File: src/rtl/bterm_pkg.sv
package bterm_pkg;

   localparam int ACK_W   = 2;
   localparam int RES_W   = 4;
   localparam int RES_NRM = 0;
   localparam int RES_HLT = 1;
   localparam int RES_BER = 2;
   localparam int RES_RTY = 3;

   typedef enum logic [ACK_W-1:0] {
      SZ_NONE = 2'b00,
      SZ_16   = 2'b01,
      SZ_8    = 2'b10,
      SZ_16F  = 2'b11
   } port_size_e;

   typedef struct packed {
      logic             strobe;
      logic [ACK_W-1:0] ack;
      logic             avec;
      logic             berr;
      logic             halt;
   } term_in_t;

   localparam int TERM_IN_W = $bits(term_in_t);

endpackage

File: src/rtl/bterm_sync.sv
module bterm_sync
   import bterm_pkg::*;
#(
   parameter int STAGES = 0
) (
   input  logic     clk,
   input  logic     rst_n,
   input  term_in_t d_i,
   output term_in_t q_o
);

   generate
      if (STAGES == 0) begin : g_direct
         assign q_o = d_i;
      end else begin : g_pipe
         term_in_t pipe [STAGES];
         always_ff @(posedge clk or negedge rst_n) begin
            if (!rst_n) begin
               for (int i = 0; i < STAGES; i++) pipe[i] <= '0;
            end else begin
               pipe[0] <= d_i;
               for (int i = 1; i < STAGES; i++) pipe[i] <= pipe[i-1];
            end
         end
         assign q_o = pipe[STAGES-1];
      end
   endgenerate

endmodule

File: src/rtl/bterm_order.sv
module bterm_order
   import bterm_pkg::*;
#(
   parameter bit RETRY_EN = 1'b1
) (
   input  logic             clk,
   input  logic             rst_n,
   input  term_in_t         smp,
   input  logic             armed,
   output logic             decide,
   output logic [RES_W-1:0] cls,
   output logic [ACK_W-1:0] size
);

   logic halt_seen;
   logic ack_any;
   logic halt_any;
   logic retry_ok;

   always_ff @(posedge clk or negedge rst_n) begin
      if (!rst_n)                         halt_seen <= 1'b0;
      else if (!smp.strobe)               halt_seen <= 1'b0;
      else if (armed && smp.halt)         halt_seen <= 1'b1;
   end

   generate
      if (RETRY_EN) begin : g_retry
         assign retry_ok = 1'b1;
      end else begin : g_no_retry
         assign retry_ok = 1'b0;
      end
   endgenerate

   assign ack_any  = (|smp.ack) | smp.avec;
   assign halt_any = halt_seen | smp.halt;
   assign decide   = smp.strobe & armed & (ack_any | smp.berr);
   assign size     = smp.ack;

   always_comb begin
      cls = '0;
      if (smp.berr && halt_any && retry_ok) cls[RES_RTY] = 1'b1;
      else if (smp.berr)                    cls[RES_BER] = 1'b1;
      else if (halt_any)                    cls[RES_HLT] = 1'b1;
      else                                  cls[RES_NRM] = 1'b1;
   end

endmodule

File: src/rtl/bterm_hold.sv
module bterm_hold
   import bterm_pkg::*;
(
   input  logic             clk,
   input  logic             rst_n,
   input  logic             strobe,
   input  logic             decide,
   input  logic [RES_W-1:0] cls,
   input  logic [ACK_W-1:0] size,
   output logic             armed,
   output logic [RES_W-1:0] result,
   output logic [ACK_W-1:0] size_q,
   output logic             done
);

   logic decided;

   always_ff @(posedge clk or negedge rst_n) begin
      if (!rst_n) begin
         decided <= 1'b0;
         result  <= '0;
         size_q  <= '0;
         done    <= 1'b0;
      end else begin
         done <= decide;
         if (!strobe) begin
            decided <= 1'b0;
            result  <= '0;
            size_q  <= '0;
         end else if (decide) begin
            decided <= 1'b1;
            result  <= cls;
            size_q  <= size;
         end
      end
   end

   assign armed = ~decided;

endmodule

File: src/rtl/bus_term_classifier.sv
module bus_term_classifier
   import bterm_pkg::*;
#(
   parameter int SYNC_STAGES = 0,
   parameter bit RETRY_EN    = 1'b1
) (
   input  logic             clk,
   input  logic             rst_n,
   input  logic             cyc_active,
   input  logic [ACK_W-1:0] size_ack,
   input  logic             avec_ack,
   input  logic             bus_err,
   input  logic             bus_halt,
   output logic [RES_W-1:0] term_result,
   output logic [ACK_W-1:0] port_size,
   output logic             term_done
);

   localparam int MAX_SYNC = 4;

   generate
      if (SYNC_STAGES < 0 || SYNC_STAGES > MAX_SYNC) begin : g_bad_sync
         $error("SYNC_STAGES out of range");
      end
   endgenerate

   term_in_t         raw_in;
   term_in_t         smp;
   logic             armed;
   logic             decide;
   logic [RES_W-1:0] cls;
   logic [ACK_W-1:0] size;

   assign raw_in = '{strobe: cyc_active, ack: size_ack, avec: avec_ack,
                     berr: bus_err, halt: bus_halt};

   bterm_sync #(.STAGES(SYNC_STAGES)) u_sync (
      .clk   (clk),
      .rst_n (rst_n),
      .d_i   (raw_in),
      .q_o   (smp)
   );

   bterm_order #(.RETRY_EN(RETRY_EN)) u_order (
      .clk    (clk),
      .rst_n  (rst_n),
      .smp    (smp),
      .armed  (armed),
      .decide (decide),
      .cls    (cls),
      .size   (size)
   );

   bterm_hold u_hold (
      .clk    (clk),
      .rst_n  (rst_n),
      .strobe (smp.strobe),
      .decide (decide),
      .cls    (cls),
      .size   (size),
      .armed  (armed),
      .result (term_result),
      .size_q (port_size),
      .done   (term_done)
   );

endmodule

File: config.mk
export PLATFORM = sky130hd
export DESIGN_NAME = bus_term_classifier
export DESIGN_NICKNAME = d
export VERILOG_FILES = /design/src/rtl/bterm_pkg.sv /design/src/rtl/bterm_sync.sv /design/src/rtl/bterm_order.sv /design/src/rtl/bterm_hold.sv /design/src/rtl/bus_term_classifier.sv
export SDC_FILE = /design/constraint.sdc
export NUM_CORES = 1
export LEC_CHECK = 0
export BUFFER_PORTS_ARGS = -buffer_cell sky130_fd_sc_hd__buf_4
export CELL_PAD_IN_SITES_DETAIL_PLACEMENT = 1
export CELL_PAD_IN_SITES_GLOBAL_PLACEMENT = 2
export CORE_MARGIN = 4
export CORE_UTILIZATION = 24
export CTS_CLUSTER_DIAMETER = 120
export CTS_CLUSTER_SIZE = 30
export DETAILED_ROUTE_END_ITERATION = 10
export GPL_ROUTABILITY_DRIVEN = 0
export PLACE_DENSITY_LB_ADDON = 0.1
export REMOVE_ABC_BUFFERS = 1
export SYNTH_ARGS = -nofsm -noshare
export SYNTH_HDL_FRONTEND = slang
export SYNTH_SLANG_ARGS = --single-unit
File: constraint.sdc
create_clock -name clk -period 1 [get_ports clk]
set_input_delay 0.05 -clock clk [delete_from_list [all_inputs] [get_ports clk]]
set_output_delay 0.05 -clock clk [all_outputs]
set_load 0.02 [all_outputs]
==> metrics.md <==
| Metric | Value |
|---|---|
| Static leakage | 0.303 nW |
| Chip Height | 48.1 microns |
| Worst Max-Slew Pin Slew | 0.238 ns |
| Final number of hold-violating endpoints | 0 |
| Post-DRT Antenna Nets | 0 |
| Die Area | 0.00232 sq mm |
| Residual overflow from global routing | 0 |
| CP Max Fanout | 3 |
| HPWL after detailed placement | 896 microns |
| Switching power total | 0.233 mW |
| Unrepaired setup endpoints after global routing | yes |
| Non-filler instance count after layout | 75 |
| Root Buffer | clkbuf_4 |
| Antenna violations before repair | 0 |
| Logic gate share of total power | 19.9% |
| WL met3 | 77 microns |
| Effective utilization at floorplan | 25.7% |
| Min cycle time layout | 1.05 ns |
| Number of violations of the max-capacitance limit | 0 |
| Worst setup timing slack at the placement stage | -0.123 ns |
| Final core utilization | 41.3% |
| Clock-pin slew of the registers on the worst-case setup and hold paths | 0.06 ns |
| Clk Latency, worst-skew pair | 0.26 ns |
| Routed vias | 387 |
| Worst Reg2Reg Path Length in Cells | 3 |
| Mean Syn Cell Area | 11.7 sq um |
| Fill cells | 177 |
| Worst Path Required | 1.15 ns |
| End of the worst hold path | u_hold.result[1] |
| Number of register bits inferred by synthesis | 9 |
| Max-slew violations | 0 |
| R2r startpoint | u_hold.decided |
| Total length of routed met2 wires | 561 microns |
| Gr usage total | 12.8% |
| Reg2Reg Setup Slack | -0.05 ns |
| Net count reported at finish | 68 |
| Wire length of the first global-routing pass | 1.98 mm |
| Mean number of vias per cell | 5.16 |
| Area of the mapped netlist | 387 sq um |
| Vias in the first global route | 405 |
| Part of the Yosys area used for sequential elements | 58.3% |
| Highest clock frequency the design can meet | 953 MHz |
| End of the worst register-to-register path | u_hold.size_q[1] |
| Worst Setup Slack, final | -0.0490 ns |
| Iter 0 DRT Violations | 3 |
| Hold path start | bus_err |
| # setup viols final | 3 |
| Failing checks | setup timing |
| Number of detailed-route iterations in the first pass | 2 |
| Worst min-delay path category | input pin to register |
| Most frequent cells in the layout | buf_4 (21), dfrtp_1 (9), nand2_1 (4) |
| Routed length on met1 | 529 microns |
| Sw Share | 27.2% |
| Worst setup path category | register to register |
| Placed Cells | 69 |
| Number of buffers on the longest clock path | 2 |
| Total clock buffers created by CTS | 3 |
| P per Cell Area | 1380 mW/mm^2 |
| Horizontal die dimension | 48.1 microns |
| Kind of capture point of the worst setup path | register |
| Headroom to the max-slew limit | 83.9% |
| # port buffers | 14 |
| DRC violations left | 0 |
| Sink Count | 9 |
| Gate count of the mapped netlist | 33 |
| Routed length per placed instance | 15.8 microns |
| Num rows | 14 |
| Synth warnings | 0 |
| Area of the placeable core | 0.00151 sq mm |
| Internal Power | 0.624 mW |
| Fraction of power consumed by sequential logic | 46.5% |
| Kind of launch point of the worst setup path | register |
| Total wirelength of the detailed-routed design | 1.19 mm |
| Clock power frac | 33.6% |
| Result of the run | finished with violations |
| Commonest non-fill, non-tap cell in the layout | buf_4 |
| Number of diodes | 0 |
| Worst hold path cell count | 3 |
| Maximum number of pins on one net before global-route repair | 10 |
| Clk_skew | 0.00488 ns |
| CTS tree | done |
| Arrival time of the worst setup path | 1.20 ns |
| Area growth from synthesis to layout | 60.8% |
| DR top layer | met4 |
| Peak supply drop | 0.591 mV |
| Distinct cell type count after synthesis | 19 |
| Total I/O pin count | 15 |
| Period utilisation layout | 105% |
| CTS H-Tree Depth | 1 |
| Fraction of final layout cells sized beyond drive strength 1 | 54.2% |
==> power by group through the flow <==
stage,clock network [mW],logic [mW],registers [mW]
after floorplan,0,0.0385,0.425
after global placement,0,0.155,0.403
after detailed placement,0,0.159,0.405
after CTS,0.299,0.167,0.398
after global routing,0.335,0.185,0.401
final,0.288,0.170,0.399
==> per-layer routing <==
layer / track usage (%) / up-vias
li1: - / 175
met1: 16.5 / 196
met2: 19.5 / 14
met3: 3.69 / 2
met4: 6.45 / 0
met5: 0 / -
==> worst max-delay path, cell delays in order (launching register included) <==
cell	delay, ns
dfrtp_1	0.35
and2b_2	0.25
buf_4	0.15
a32o_1	0.19
==> worst max path at each step <==
stage / slack (ns) / to / from / depth (start not counted)
floorplan: -0.12 / u_hold.size_q[1] / u_hold.decided / 3
global placement: -0.08 / u_hold.result[0] / u_hold.decided / 3
detailed placement: -0.12 / u_hold.size_q[0] / size_ack[0] / 5
CTS: -0.06 / u_hold.size_q[1] / u_hold.decided / 3
global route: -0.08 / u_hold.size_q[1] / u_hold.decided / 3
finish: -0.05 / u_hold.size_q[1] / u_hold.decided / 3
==> flip-flops by register name, summed over array words and instances, names as in the netlist <==
| signal | cells |
|---|---|
| u_hold.decided | 1 |
| u_hold.done | 1 |
| u_hold.result | 4 |
| u_hold.size_q | 2 |
| u_order.halt_seen | 1 |
==> repair_timing <==
action / in CTS / in global routing
hold endpoints to repair: 10 / 0
pin swaps: 2 / 2
cloned: 0 / 0
hold buffers: 2 / 0
buffers inserted: 0 / 0
setup endpoints to repair: 6 / 6
gates resized for setup: 2 / 2
==> cell families (layout without fill, tap and decap cells) <==
kind of cell    Yosys count  count (layout)  share of synthesized area, %
buf+inv                   2              28                          2.26
simple gates             12              12                          19.1
compound gates           10              10                          20.4
flops                     9               9                          58.3
==> area by class of cell <==
class	instances	area [sq um]	area share [%]
Clock buffer	4	26.3	4.23
Inverter	1	3.75	0.604
Multi-Input combinational cell	22	169	27.2
Sequential cell	9	225	36.2
Tap cell	16	20.0	3.22
Timing Repair Buffer	23	178	28.6
==> synth_stat cells <==
cell,instances,area [sq um]
nand3_1,1,5.00
o21ai_1,2,10.0
or4_4,1,11.3
dfrtp_1,9,225
o41ai_1,1,8.76
nand2_1,4,15.0
nor2b_1,1,6.26
o31ai_1,1,7.51
o22ai_2,1,12.5
nor4_1,1,6.26
a32o_1,1,10.0
nand3b_1,1,7.51
o211ai_1,2,15.0
nand2_4,1,11.3
inv_2,1,3.75
o21a_1,2,15.0
and2b_1,1,7.51
buf_2,1,5.00
nor2_1,1,3.75
==> through the flow <==
step	total power [mW]	area, sq um	setup TNS, ns	hold slack [ns]
after floorplan	0.464	382	-0.304	-0.246
after global placement	0.558	559	-0.408	-0.122
after detailed placement	0.564	559	-0.460	-0.116
after CTS	0.865	614	-0.0941	0.103
after global routing	0.922	622	-0.332	0.110
final	0.857	622	-0.0636	0.119
No activity file was read; power rests on OpenSTA's default activity.
